$ cat config.mk
export PLATFORM = sky130hd
export DESIGN_NAME = mem_scrub_seq
export DESIGN_NICKNAME = d
export VERILOG_FILES = /design/src/rtl/scrub_pkg.sv /design/src/rtl/scrub_timer.sv /design/src/rtl/scrub_err_log.sv /design/src/rtl/scrub_ctrl.sv /design/src/rtl/mem_scrub_seq.sv
export SDC_FILE = /design/constraint.sdc
export NUM_CORES = 1
export LEC_CHECK = 0
export BUFFER_PORTS_ARGS = -buffer_cell sky130_fd_sc_hd__buf_2
export CORE_MARGIN = 8
export CORE_UTILIZATION = 53
export CTS_CLUSTER_SIZE = 12
export DETAILED_ROUTE_END_ITERATION = 8
export GPL_TIMING_DRIVEN = 1
export HOLD_SLACK_MARGIN = 0.03
export PLACE_DENSITY = 0.8
export SETUP_SLACK_MARGIN = 0.05
export SLEW_MARGIN = 40
export SYNTH_ARGS = -nofsm -noshare
export SYNTH_HDL_FRONTEND = slang
export SYNTH_HIERARCHICAL = 1
export SYNTH_SLANG_ARGS = --single-unit
$ cat constraint.sdc
create_clock -name clk -period 3.56 [get_ports clk]
set_input_delay 0.178 -clock clk [delete_from_list [all_inputs] [get_ports clk]]
set_output_delay 0.178 -clock clk [all_outputs]
set_load 0.02 [all_outputs]
$ cat src/rtl/scrub_pkg.sv
// Package: shared encodings for the scrub sequencer.
// Assumes: the external decoder reports status as 00 clean, 01 corrected,
// 1x uncorrectable.
package scrub_pkg;

    localparam logic [1:0] ECC_CLEAN = 2'b00;
    localparam logic [1:0] ECC_CORR  = 2'b01;

    typedef enum logic [1:0] {
        SEV_NONE   = 2'd0,
        SEV_SOFT   = 2'd1,
        SEV_HARD   = 2'd2,
        SEV_UNCORR = 2'd3
    } sev_e;

    typedef enum logic [2:0] {
        ST_IDLE,
        ST_WAIT,
        ST_RD,
        ST_RD_WAIT,
        ST_WR,
        ST_VRD,
        ST_VRD_WAIT
    } scrub_st_e;

endpackage

$ cat src/rtl/scrub_timer.sv
// Module: scrub_timer
// Paces the sweep. On arm it latches the interval and loads it into the
// counter. On load it reloads the latched interval. Otherwise it counts
// down to zero and then stays there.
// Assumes: arm and load are never both asserted in the same cycle.
module scrub_timer #(
    parameter int TMR_W = 16
) (
    input  logic             clk,
    input  logic             rst_n,
    input  logic             arm,
    input  logic             load,
    input  logic [TMR_W-1:0] period_in,
    output logic             zero
);
    logic [TMR_W-1:0] period_q;
    logic [TMR_W-1:0] cnt_q;

    // Latch the interval for the whole sweep.
    always_ff @(posedge clk) begin
        if (!rst_n)   period_q <= '0;
        else if (arm) period_q <= period_in;
    end

    // Count down from the loaded value and hold at zero.
    always_ff @(posedge clk) begin
        if (!rst_n)             cnt_q <= '0;
        else if (arm)           cnt_q <= period_in;
        else if (load)          cnt_q <= period_q;
        else if (cnt_q != '0)   cnt_q <= cnt_q - 1'b1;
    end

    assign zero = (cnt_q == '0);

endmodule

$ cat src/rtl/scrub_err_log.sv
// Module: scrub_err_log
// Holds one error record: a severity and an address. A new report replaces
// the record only when it is strictly more severe. A clear always wins.
// Assumes: log_en lasts a single cycle for each classified error.
module scrub_err_log #(
    parameter int ADDR_W = 16
) (
    input  logic              clk,
    input  logic              rst_n,
    input  logic              clr,
    input  logic              log_en,
    input  scrub_pkg::sev_e   log_sev,
    input  logic [ADDR_W-1:0] log_addr,
    output scrub_pkg::sev_e   sev_q,
    output logic [ADDR_W-1:0] addr_q
);
    import scrub_pkg::*;

    // Clear, or accept a strictly more severe report.
    always_ff @(posedge clk) begin
        if (!rst_n || clr) begin
            sev_q  <= SEV_NONE;
            addr_q <= '0;
        end else if (log_en && (log_sev > sev_q)) begin
            sev_q  <= log_sev;
            addr_q <= log_addr;
        end
    end

    // Severity only falls through a clear.
    a_r7_no_downgrade: assert property (@(posedge clk) disable iff (!rst_n)
        !clr |=> (sev_q >= $past(sev_q)));

    // An equal or lower report leaves the record untouched.
    a_r7_keep_on_lower: assert property (@(posedge clk) disable iff (!rst_n)
        (!clr && log_en && (log_sev <= sev_q)) |=> ($stable(sev_q) && $stable(addr_q)));

endmodule

$ cat src/rtl/scrub_ctrl.sv
// Module: scrub_ctrl
// Per-location sequencer. It waits for the timer, reads the word, and on a
// correctable status writes back the corrected data and reads it again to
// verify. It then classifies the error and advances or finishes.
// Assumes: exactly one response arrives for each accepted read. Writes get
// no response.
module scrub_ctrl #(
    parameter int ADDR_W = 16,
    parameter int DATA_W = 32
) (
    input  logic              clk,
    input  logic              rst_n,
    input  logic              start,
    input  logic [ADDR_W-1:0] cfg_first,
    input  logic [ADDR_W-1:0] cfg_last,
    input  logic              tmr_zero,
    output logic              tmr_arm,
    output logic              tmr_load,
    output logic              req_valid,
    input  logic              req_ready,
    output logic              req_write,
    output logic [ADDR_W-1:0] req_addr,
    output logic [DATA_W-1:0] req_wdata,
    input  logic              resp_valid,
    input  logic [1:0]        resp_ecc,
    input  logic [DATA_W-1:0] resp_data,
    output logic              log_en,
    output scrub_pkg::sev_e   log_sev,
    output logic              busy,
    output logic              done
);
    import scrub_pkg::*;

    scrub_st_e         st_q, st_d;
    logic [ADDR_W-1:0] cur_q;
    logic [ADDR_W-1:0] last_q;
    logic [DATA_W-1:0] fix_q;
    logic              done_q;
    logic              loc_end;
    logic              at_last;

    assign at_last = (cur_q >= last_q);

    // Next state, timer control and error classification.
    always_comb begin
        st_d     = st_q;
        loc_end  = 1'b0;
        log_en   = 1'b0;
        log_sev  = SEV_NONE;
        tmr_arm  = 1'b0;
        tmr_load = 1'b0;
        unique case (st_q)
            ST_IDLE: if (start) begin
                st_d    = ST_WAIT;
                tmr_arm = 1'b1;
            end
            ST_WAIT: if (tmr_zero) st_d = ST_RD;
            ST_RD:   if (req_ready) st_d = ST_RD_WAIT;
            ST_RD_WAIT: if (resp_valid) begin
                if (resp_ecc == ECC_CLEAN) begin
                    loc_end = 1'b1;
                end else if (resp_ecc == ECC_CORR) begin
                    st_d = ST_WR;
                end else begin
                    log_en  = 1'b1;
                    log_sev = SEV_UNCORR;
                    loc_end = 1'b1;
                end
            end
            ST_WR:  if (req_ready) st_d = ST_VRD;
            ST_VRD: if (req_ready) st_d = ST_VRD_WAIT;
            ST_VRD_WAIT: if (resp_valid) begin
                log_en  = 1'b1;
                loc_end = 1'b1;
                if (resp_ecc == ECC_CLEAN)     log_sev = SEV_SOFT;
                else if (resp_ecc == ECC_CORR) log_sev = SEV_HARD;
                else                           log_sev = SEV_UNCORR;
            end
            default: st_d = ST_IDLE;
        endcase
        if (loc_end) begin
            if (at_last) begin
                st_d = ST_IDLE;
            end else begin
                st_d     = ST_WAIT;
                tmr_load = 1'b1;
            end
        end
    end

    // State register.
    always_ff @(posedge clk) begin
        if (!rst_n) st_q <= ST_IDLE;
        else        st_q <= st_d;
    end

    // Current and last address: latch on start, step one word after each location.
    always_ff @(posedge clk) begin
        if (!rst_n) begin
            cur_q  <= '0;
            last_q <= '0;
        end else if (st_q == ST_IDLE && start) begin
            cur_q  <= cfg_first;
            last_q <= cfg_last;
        end else if (loc_end && !at_last) begin
            cur_q  <= cur_q + 1'b1;
        end
    end

    // Capture the corrected data for the repair write.
    always_ff @(posedge clk) begin
        if (!rst_n) fix_q <= '0;
        else if (st_q == ST_RD_WAIT && resp_valid) fix_q <= resp_data;
    end

    // Done flag: set at the end of the sweep, cleared by the next start.
    always_ff @(posedge clk) begin
        if (!rst_n)                           done_q <= 1'b0;
        else if (st_q == ST_IDLE && start)    done_q <= 1'b0;
        else if (loc_end && at_last)          done_q <= 1'b1;
    end

    // Request outputs.
    always_comb begin
        req_valid = (st_q == ST_RD) || (st_q == ST_WR) || (st_q == ST_VRD);
        req_write = (st_q == ST_WR);
        req_addr  = cur_q;
        req_wdata = fix_q;
    end

    assign busy = (st_q != ST_IDLE);
    assign done = done_q;

    // A clean first read is never followed by a write.
    a_r4_clean_no_write: assert property (@(posedge clk) disable iff (!rst_n)
        (st_q == ST_RD_WAIT && resp_valid && resp_ecc == ECC_CLEAN) |=> !req_write);

    // An uncorrectable first read skips the repair write.
    a_r6_uncorr_skips_write: assert property (@(posedge clk) disable iff (!rst_n)
        (st_q == ST_RD_WAIT && resp_valid && resp_ecc[1]) |=> !req_write);

    // The repair write targets the address that was just read.
    a_r5_write_same_addr: assert property (@(posedge clk) disable iff (!rst_n)
        (st_q == ST_RD_WAIT && resp_valid && resp_ecc == ECC_CORR) |=>
        (req_write && req_addr == $past(req_addr)));

endmodule

$ cat src/rtl/mem_scrub_seq.sv
// Module: mem_scrub_seq (top)
// Memory scrub sequencer: sweeps a programmed word range at a programmed
// interval, repairs correctable errors by write-back plus verify read, and
// holds the most severe error seen.
// Assumes: the ECC decoder is external; resp_data is already corrected.
module mem_scrub_seq #(
    parameter int ADDR_W = 16,
    parameter int DATA_W = 32,
    parameter int TMR_W  = 16
) (
    input  logic              clk,
    input  logic              rst_n,
    input  logic              start,
    input  logic              err_clear,
    input  logic [ADDR_W-1:0] cfg_first,
    input  logic [ADDR_W-1:0] cfg_last,
    input  logic [TMR_W-1:0]  cfg_interval,
    output logic              req_valid,
    input  logic              req_ready,
    output logic              req_write,
    output logic [ADDR_W-1:0] req_addr,
    output logic [DATA_W-1:0] req_wdata,
    input  logic              resp_valid,
    input  logic [1:0]        resp_ecc,
    input  logic [DATA_W-1:0] resp_data,
    output logic              busy,
    output logic              done,
    output logic [1:0]        err_type,
    output logic [ADDR_W-1:0] err_addr
);
    import scrub_pkg::*;

    logic tmr_zero;
    logic tmr_arm;
    logic tmr_load;
    logic log_en;
    sev_e log_sev;
    sev_e sev_q;

    scrub_timer #(.TMR_W(TMR_W)) u_timer (
        .clk       (clk),
        .rst_n     (rst_n),
        .arm       (tmr_arm),
        .load      (tmr_load),
        .period_in (cfg_interval),
        .zero      (tmr_zero)
    );

    scrub_ctrl #(.ADDR_W(ADDR_W), .DATA_W(DATA_W)) u_ctrl (
        .clk        (clk),
        .rst_n      (rst_n),
        .start      (start),
        .cfg_first  (cfg_first),
        .cfg_last   (cfg_last),
        .tmr_zero   (tmr_zero),
        .tmr_arm    (tmr_arm),
        .tmr_load   (tmr_load),
        .req_valid  (req_valid),
        .req_ready  (req_ready),
        .req_write  (req_write),
        .req_addr   (req_addr),
        .req_wdata  (req_wdata),
        .resp_valid (resp_valid),
        .resp_ecc   (resp_ecc),
        .resp_data  (resp_data),
        .log_en     (log_en),
        .log_sev    (log_sev),
        .busy       (busy),
        .done       (done)
    );

    scrub_err_log #(.ADDR_W(ADDR_W)) u_log (
        .clk      (clk),
        .rst_n    (rst_n),
        .clr      (err_clear),
        .log_en   (log_en),
        .log_sev  (log_sev),
        .log_addr (req_addr),
        .sev_q    (sev_q),
        .addr_q   (err_addr)
    );

    assign err_type = sev_q;

    // A stalled request is held unchanged.
    a_r10_req_hold: assert property (@(posedge clk) disable iff (!rst_n)
        (req_valid && !req_ready) |=>
        (req_valid && $stable(req_write) && $stable(req_addr) && $stable(req_wdata)));

    // A request only rises once the interval has run out.
    a_r3_paced: assert property (@(posedge clk) disable iff (!rst_n)
        $rose(req_valid) |-> tmr_zero);

    // Nothing is requested after the sweep has finished.
    a_r9_done_quiet: assert property (@(posedge clk) disable iff (!rst_n)
        done |-> (!req_valid && !busy));

endmodule

* After elaboration in Yosys (flattened, before gate mapping)
Index checks and enable logic that the tools add are counted.
Cells by class: add/subtract/negate cells 2, magnitude comparators 2, reductions and logical operators 19, muxes and demuxes 35, bitwise operators 1, equal/unequal tests 16
Operators by type and width (number):
- 16-bit 2-to-1 mux | 5
- 3-bit 2-to-1 mux | 9
- 3-bit by 2-bit inequality test with 1-bit output (second input constant) | 7
- 3-bit case mux with 7 select lines | 1
- 16-bit by 1-bit adder with 16-bit output (second input constant) | 1
- 16-bit >= comparator | 1
- 16-bit zero test | 1
- 16-bit nonzero test | 1
- 16-bit by 1-bit subtractor with 16-bit output (second input constant) | 1
- 1-bit 2-to-1 mux | 12
- 2-bit 2-to-1 mux | 5
- 3-bit equality test (second input constant) | 3
- 9-bit AND reduction | 1
- 3-bit by 2-bit equality test with 1-bit output (second input constant) | 2
- 3-bit nonzero test | 2
- 1-bit logical AND | 5
- 1-bit case mux with 2 select lines | 2
- 2-bit case mux with 2 select lines | 1
- 3-bit by 1-bit equality test with 1-bit output (second input constant) | 1
- 3-bit zero test | 1
- 1-bit logical OR | 3
- 3-bit by 1-bit inequality test with 1-bit output (second input constant) | 1
- 2-bit by 1-bit equality test with 1-bit output (second input constant) | 1
- 2-bit > comparator | 1
- other kinds (6) | 7
Word-level totals: input bits 88, output and inout port bits 70, logic and storage cells 84, bits in registers 118

* Depth between registers and ports, before layout
depth in word-level cells 8, depth in mapped cells 13, depth with buffers taken out 11

* Cells and area by module
The synthesis kept the hierarchy.
By module, submodules not included:
- scrub_ctrl | cells an instance 471, sequential area each 1361.3 sq um, times used 1, area an instance 3652.3 sq um
- scrub_timer | cells an instance 194, sequential area each 640.6 sq um, times used 1, area an instance 1627.8 sq um
- scrub_err_log | cells an instance 86, sequential area each 360.3 sq um, times used 1, area an instance 787.0 sq um

* Least setup slack after synthesis
OpenSTA, ideal clock, no wires.
path kind register to register, start point register u_ctrl.cur_q[13], in the netlist u_ctrl/req_addr[13], end point register u_timer.cnt_q[7], stages on the path, launching flop included 13, data required time 3.438 ns, period minus slack after synthesis 3.142 ns, setup time 0.122 ns, arrival time 3.020 ns, path buffers 2, path slack 0.418 ns, cells stage by stage dfxtp_1 > ha_1 > nand4_1 > or3_1 > and3_1 > clkbuf_1 > nand3_1 > inv_1 > or2_2 > or4_1 > o21ai_4 > buf_6 > a21oi_1
Between the ends: longest elaborated chain between the ends 5, elaborated cells on any way between the ends 6, those cells by class 1 x order compare; 4 x mux; 1 x reduce/logical
Ends and longest elaborated chain:
- from (decl) | line scrub_ctrl.sv:35 | logic [ADDR_W-1:0] cur_q;
- from (signal assigned) | line scrub_ctrl.sv:103 | cur_q <= cfg_first;
- from (signal assigned) | line scrub_ctrl.sv:106 | cur_q <= cur_q + 1'b1;
- 16-bit >= comparator (*) | line scrub_ctrl.sv:42 | assign at_last = (cur_q >= last_q);
- 1-bit 2-to-1 mux (*) | line scrub_ctrl.sv:82 | if (at_last) begin
- 1-bit 2-to-1 mux (*) | line scrub_ctrl.sv:81 | if (loc_end) begin
- named net tmr_load | line mem_scrub_seq.sv:35 | logic tmr_load;
- 16-bit 2-to-1 mux | line scrub_timer.sv:29 | else if (load) cnt_q <= period_q;
- 16-bit 2-to-1 mux | line scrub_timer.sv:28 | else if (arm) cnt_q <= period_in;
- to (signal assigned) | line scrub_timer.sv:28
- to (signal assigned) | line scrub_timer.sv:29
- to (signal assigned) | line scrub_timer.sv:30 | else if (cnt_q != '0) cnt_q <= cnt_q - 1'b1;
- to (decl) | line scrub_timer.sv:17 | logic [TMR_W-1:0] cnt_q;
The timed path passes the listed nets; every way through them passes the cells marked *. A chain may end at the register's enable or synchronous reset.

* Worst setup path in the final report
start point register u_ctrl.cur_q[14], in the netlist u_ctrl/req_addr[14], end point register u_timer.cnt_q[10]
The elaborated chain is that of the path after synthesis.

==> flow_summary_export.csv <==
group,metric,value,unit
outcome,status,"completed",
yosys,synth_fp_nets,859,
yosys,synth_edf_count,0,
grt,grt_pass1_vias,5997,
power,switchingPower,2.05,mW
yosys,synth_warnings,6,
power,swShare,0.376,
die,core,11300,sq um
detailed_routing,postRouteWirelength,18500,microns
yosys,synthAdderAreaFrac,0.0412,
grt,grt_overflow,0,
setup_path,critPathLaunch,"u_ctrl/req_addr[14]",
die,die_y,123,microns
yosys,yosysSeqAreaShare,0.389,
sta,fin_crit,3.26,ns
setup_path,ff2ff_setup_slack,0.30,ns
yosys,synthArstFlopShare,0,
sta,post-route-period-util,0.915,
setup_path,cp.arrival,3.54,ns
finish,final_common_cell,"buf_2",
clock_network,post_cts_buffers,0,
finish,syn_to_final_growth,31.2,%
run,maxCapViolations,0,
yosys,synth_top_family_by_area,"simple AND/OR/NAND/NOR gates",
clock_network,cts-root-buf,"clkbuf_16",
detailed_routing,drc,0,
sta,max_freq,0.307,GHz
grt,grt_pass1_wl,28900,microns
clock_network,path_clk_slew,0.05,ns
setup_path,endpoint,"u_timer/cnt_q[10]",
placement,gp_congestion,0.914,
setup_path,crit_chain,"ha_1 > nand4_1 > or3_1 > and3_1 > nand3_1 > inv_1 > or2_2 > or4_1 > o21ai_4 > a21oi_1",
die,die_x,123,microns
setup_path,cp_slowest_cell,"or4_1",
yosys,yosysUniqueCellTypes,56,
clock_network,h-tree-depth,4,
setup_path,timing_worst_setup_path_type,"flip-flop to flip-flop",
setup_path,crit_required,3.84,ns
yosys,yosys.area.top_type,"dfxtp_1",
power,pwr-share-seq,0.322,
power,vdd_drop_max,485,uV
setup_path,cp-start-kind,"flip-flop",
sta,slew_viol_final,0,
finish,utilization,0.706,
die,num_rows,39,
yosys,synthTopCellsByArea,"dfxtp_1 39%, nand2_1 9.6%, a21boi_0 6.1%, mux2i_1 5.3%, ha_1 4.1%",
finish,final_cell_mix,"157 x buf_2, 154 x nand2_1, 118 x dfxtp_1",
placement,port_buffers,157,
power,intPower,3.39,mW
sta,skew,0.00720,ns
detailed_routing,drt_iter0_markers,502,
detailed_routing,vias,6195,
detailed_routing,vias_per_cell,5.65,
sta,fin_tns_setup,0,ns
yosys,yosys.area_share.simple,0.244,
detailed_routing,post_drt_wl_per_cell,16.9,microns
sta,hold_viol_final,0,
power,power.density,683,nW/um^2
grt,grt.total_usage,0.238,
power,combPwrFrac,0.373,
setup_path,r2r-end,"u_timer/cnt_q[10]",
setup_path,slowest_delay,0.48,ns
setup_path,crit_path_end_kind,"flip-flop",
yosys,synth_area,6070,sq um
yosys,ys_seq_elements,118,
sta,setup_viol_count_final,0,
setup_path,reg2regPathDepth,10,
grt,antenna_found_initial,1,
setup_path,r2r_start,"u_ctrl/req_addr[14]",
clock_network,numCtsBuffers,17,
finish,final_cells,1096,
sta,rsz0062_at_grt,"no",
finish,drive_gt1_frac,0.230,
min_path,hold_class,"input pin to flip-flop",
grt,grt_max_degree,51,
finish,nFillCells,893,
placement,dp_hpwl,12300,microns
yosys,yosysTopAreaCellShare,0.389,
clock_network,clock-sinks,118,
yosys,ys.flop_type,"dfxtp_1",
yosys,synth_area_per_cell,8.08,sq um
die,start_util,0.538,
clock_network,cts_tree,"yes",
placement,dp.cells,1018,
clock_network,clock_latency,0.42,ns
die,design.die.area,15100,sq um
yosys,synthMuxAreaShare,0.0547,
detailed_routing,postRouteAntennaNets,0,
finish,regArea,2360,sq um
yosys,synth_compound_area_frac,0.208,
finish,multi_input_area,3340,sq um
finish,fin_nets,1046,
yosys,synth_cells,751,
power,leakagePower,3.31,nW
sta,slew_headroom,0.537,
setup_path,worst-path-max-fanout,14,
clock_network,clockBufferDepth,2,
detailed_routing,dr.pass1.iters,6,
power,clkPwrFrac,0.305,
sta,tightest_slew,0.692,ns
die,ios,158,
yosys,yosys.area_share.xor_xnor,0.00289,
[Yosys cell counts, drive strengths merged, types with 9 or more instances]
master,n
buf,19
inv,29
nor4,14
nor2b,11
clkbuf,34
nor3,17
nand2b,14
and2,9
dfxtp,118
o21ai,35
or3,9
nor2,30
a211oi,9
a22oi,10
nand3,12
nand4,12
a31oi,10
nand2,155
ha,20
a21boi,49
a21oi,31
mux2i,32
[sequential cells by signal (all words and copies together) (netlist names)]
| signal | cells |
|---|---|
| u_timer/cnt_q | 16 |
| u_ctrl/st_q | 3 |
| u_ctrl/req_addr | 16 |
| u_log/sev_q | 2 |
| u_timer/period_q | 16 |
| u_ctrl/last_q | 16 |
| u_ctrl/done | 1 |
| u_log/addr_q | 16 |
| u_ctrl/req_wdata | 32 |
[final cells by class]
class | count | area share
multi-input cells | 549 | 0.420
inverters | 31 | 0.0148
diodes | 2 | 0.000629
clock buffers | 22 | 0.0596
repair buffers | 221 | 0.173
flip-flops and latches | 118 | 0.297
well taps | 143 | 0.0225
clock inverters | 10 | 0.0129
[worst min path at each step]
stage	startpoint	endpoint	slack (ns)	cells past startpoint
after detailed placement	cfg_interval[10]	u_timer/period_q[10]	0.43	3
after global placement	cfg_interval[0]	u_timer/period_q[0]	0.43	3
after global routing	resp_data[1]	u_ctrl/req_wdata[1]	0.03	3
after floorplan	cfg_last[0]	u_ctrl/last_q[0]	0.32	2
after CTS	cfg_last[13]	u_ctrl/last_q[13]	0.03	3
final	cfg_interval[15]	u_timer/period_q[15]	0.03	3
[per-stage QoR]
step / worst slack, ns / total power [mW] / instance area [sq um] / hold slack [ns]
after floorplan: 0.418 / 3.19 / 6070 / 0.323
after global placement: 0.483 / 3.65 / 6940 / 0.429
after detailed placement: 0.312 / 3.70 / 6940 / 0.435
after CTS: 0.317 / 5.41 / 7960 / 0.0306
after global routing: 0.0992 / 5.75 / 7960 / 0.0339
final: 0.304 / 5.44 / 7960 / 0.0310
[power by group through the flow]
stage               Clock, mW  Sequential, mW  Combinational (mW)
finish                   1.66            1.75                2.03
global route             1.73            1.78                2.23
CTS                      1.67            1.74                2.00
detailed placement          0            1.77                1.93
global placement            0            1.76                1.89
floorplan                   0            1.80                1.39
[critical path: cells and delay by family, from the launching register on]
| family | cells | cell delay (ns) |
|---|---|---|
| and+or+nand+nor | 6 | 1.86 |
| AOI/OAI and AO/OA | 2 | 0.46 |
| buffers and inverters | 1 | 0.09 |
| adders and majority gates | 1 | 0.33 |
| DFF | 1 | 0.38 |
[cells by family (layout without fill, tap and decap cells)]
family                   count (synthesis)  in the layout
AO/OA/AOI/OAI                          184            184
XOR/XNOR                                 2              2
adder cells (fa/ha/maj)                 20             20
buffers and inverters                   84            284
flip-flops                             118            118
multiplexers                            33             33
other                                    0              2
AND/OR/NAND/NOR                        310            310
[per-layer routing]
metal  vias to the layer above  wire length [microns]  track usage
met5                         -                      0            0
met1                      2860                   7390        0.276
li1                       3019                      -            -
met3                        59                   1270       0.0557
met2                       257                   9110        0.403
met4                         0                    708        0.126
[repair_timing]
action                    4_1_cts  5_1_grt
hold endpoints to repair       44        0
resized for setup               0        0
hold buffers                   44        0
Note: power is estimated with default switching activity, not from simulation.
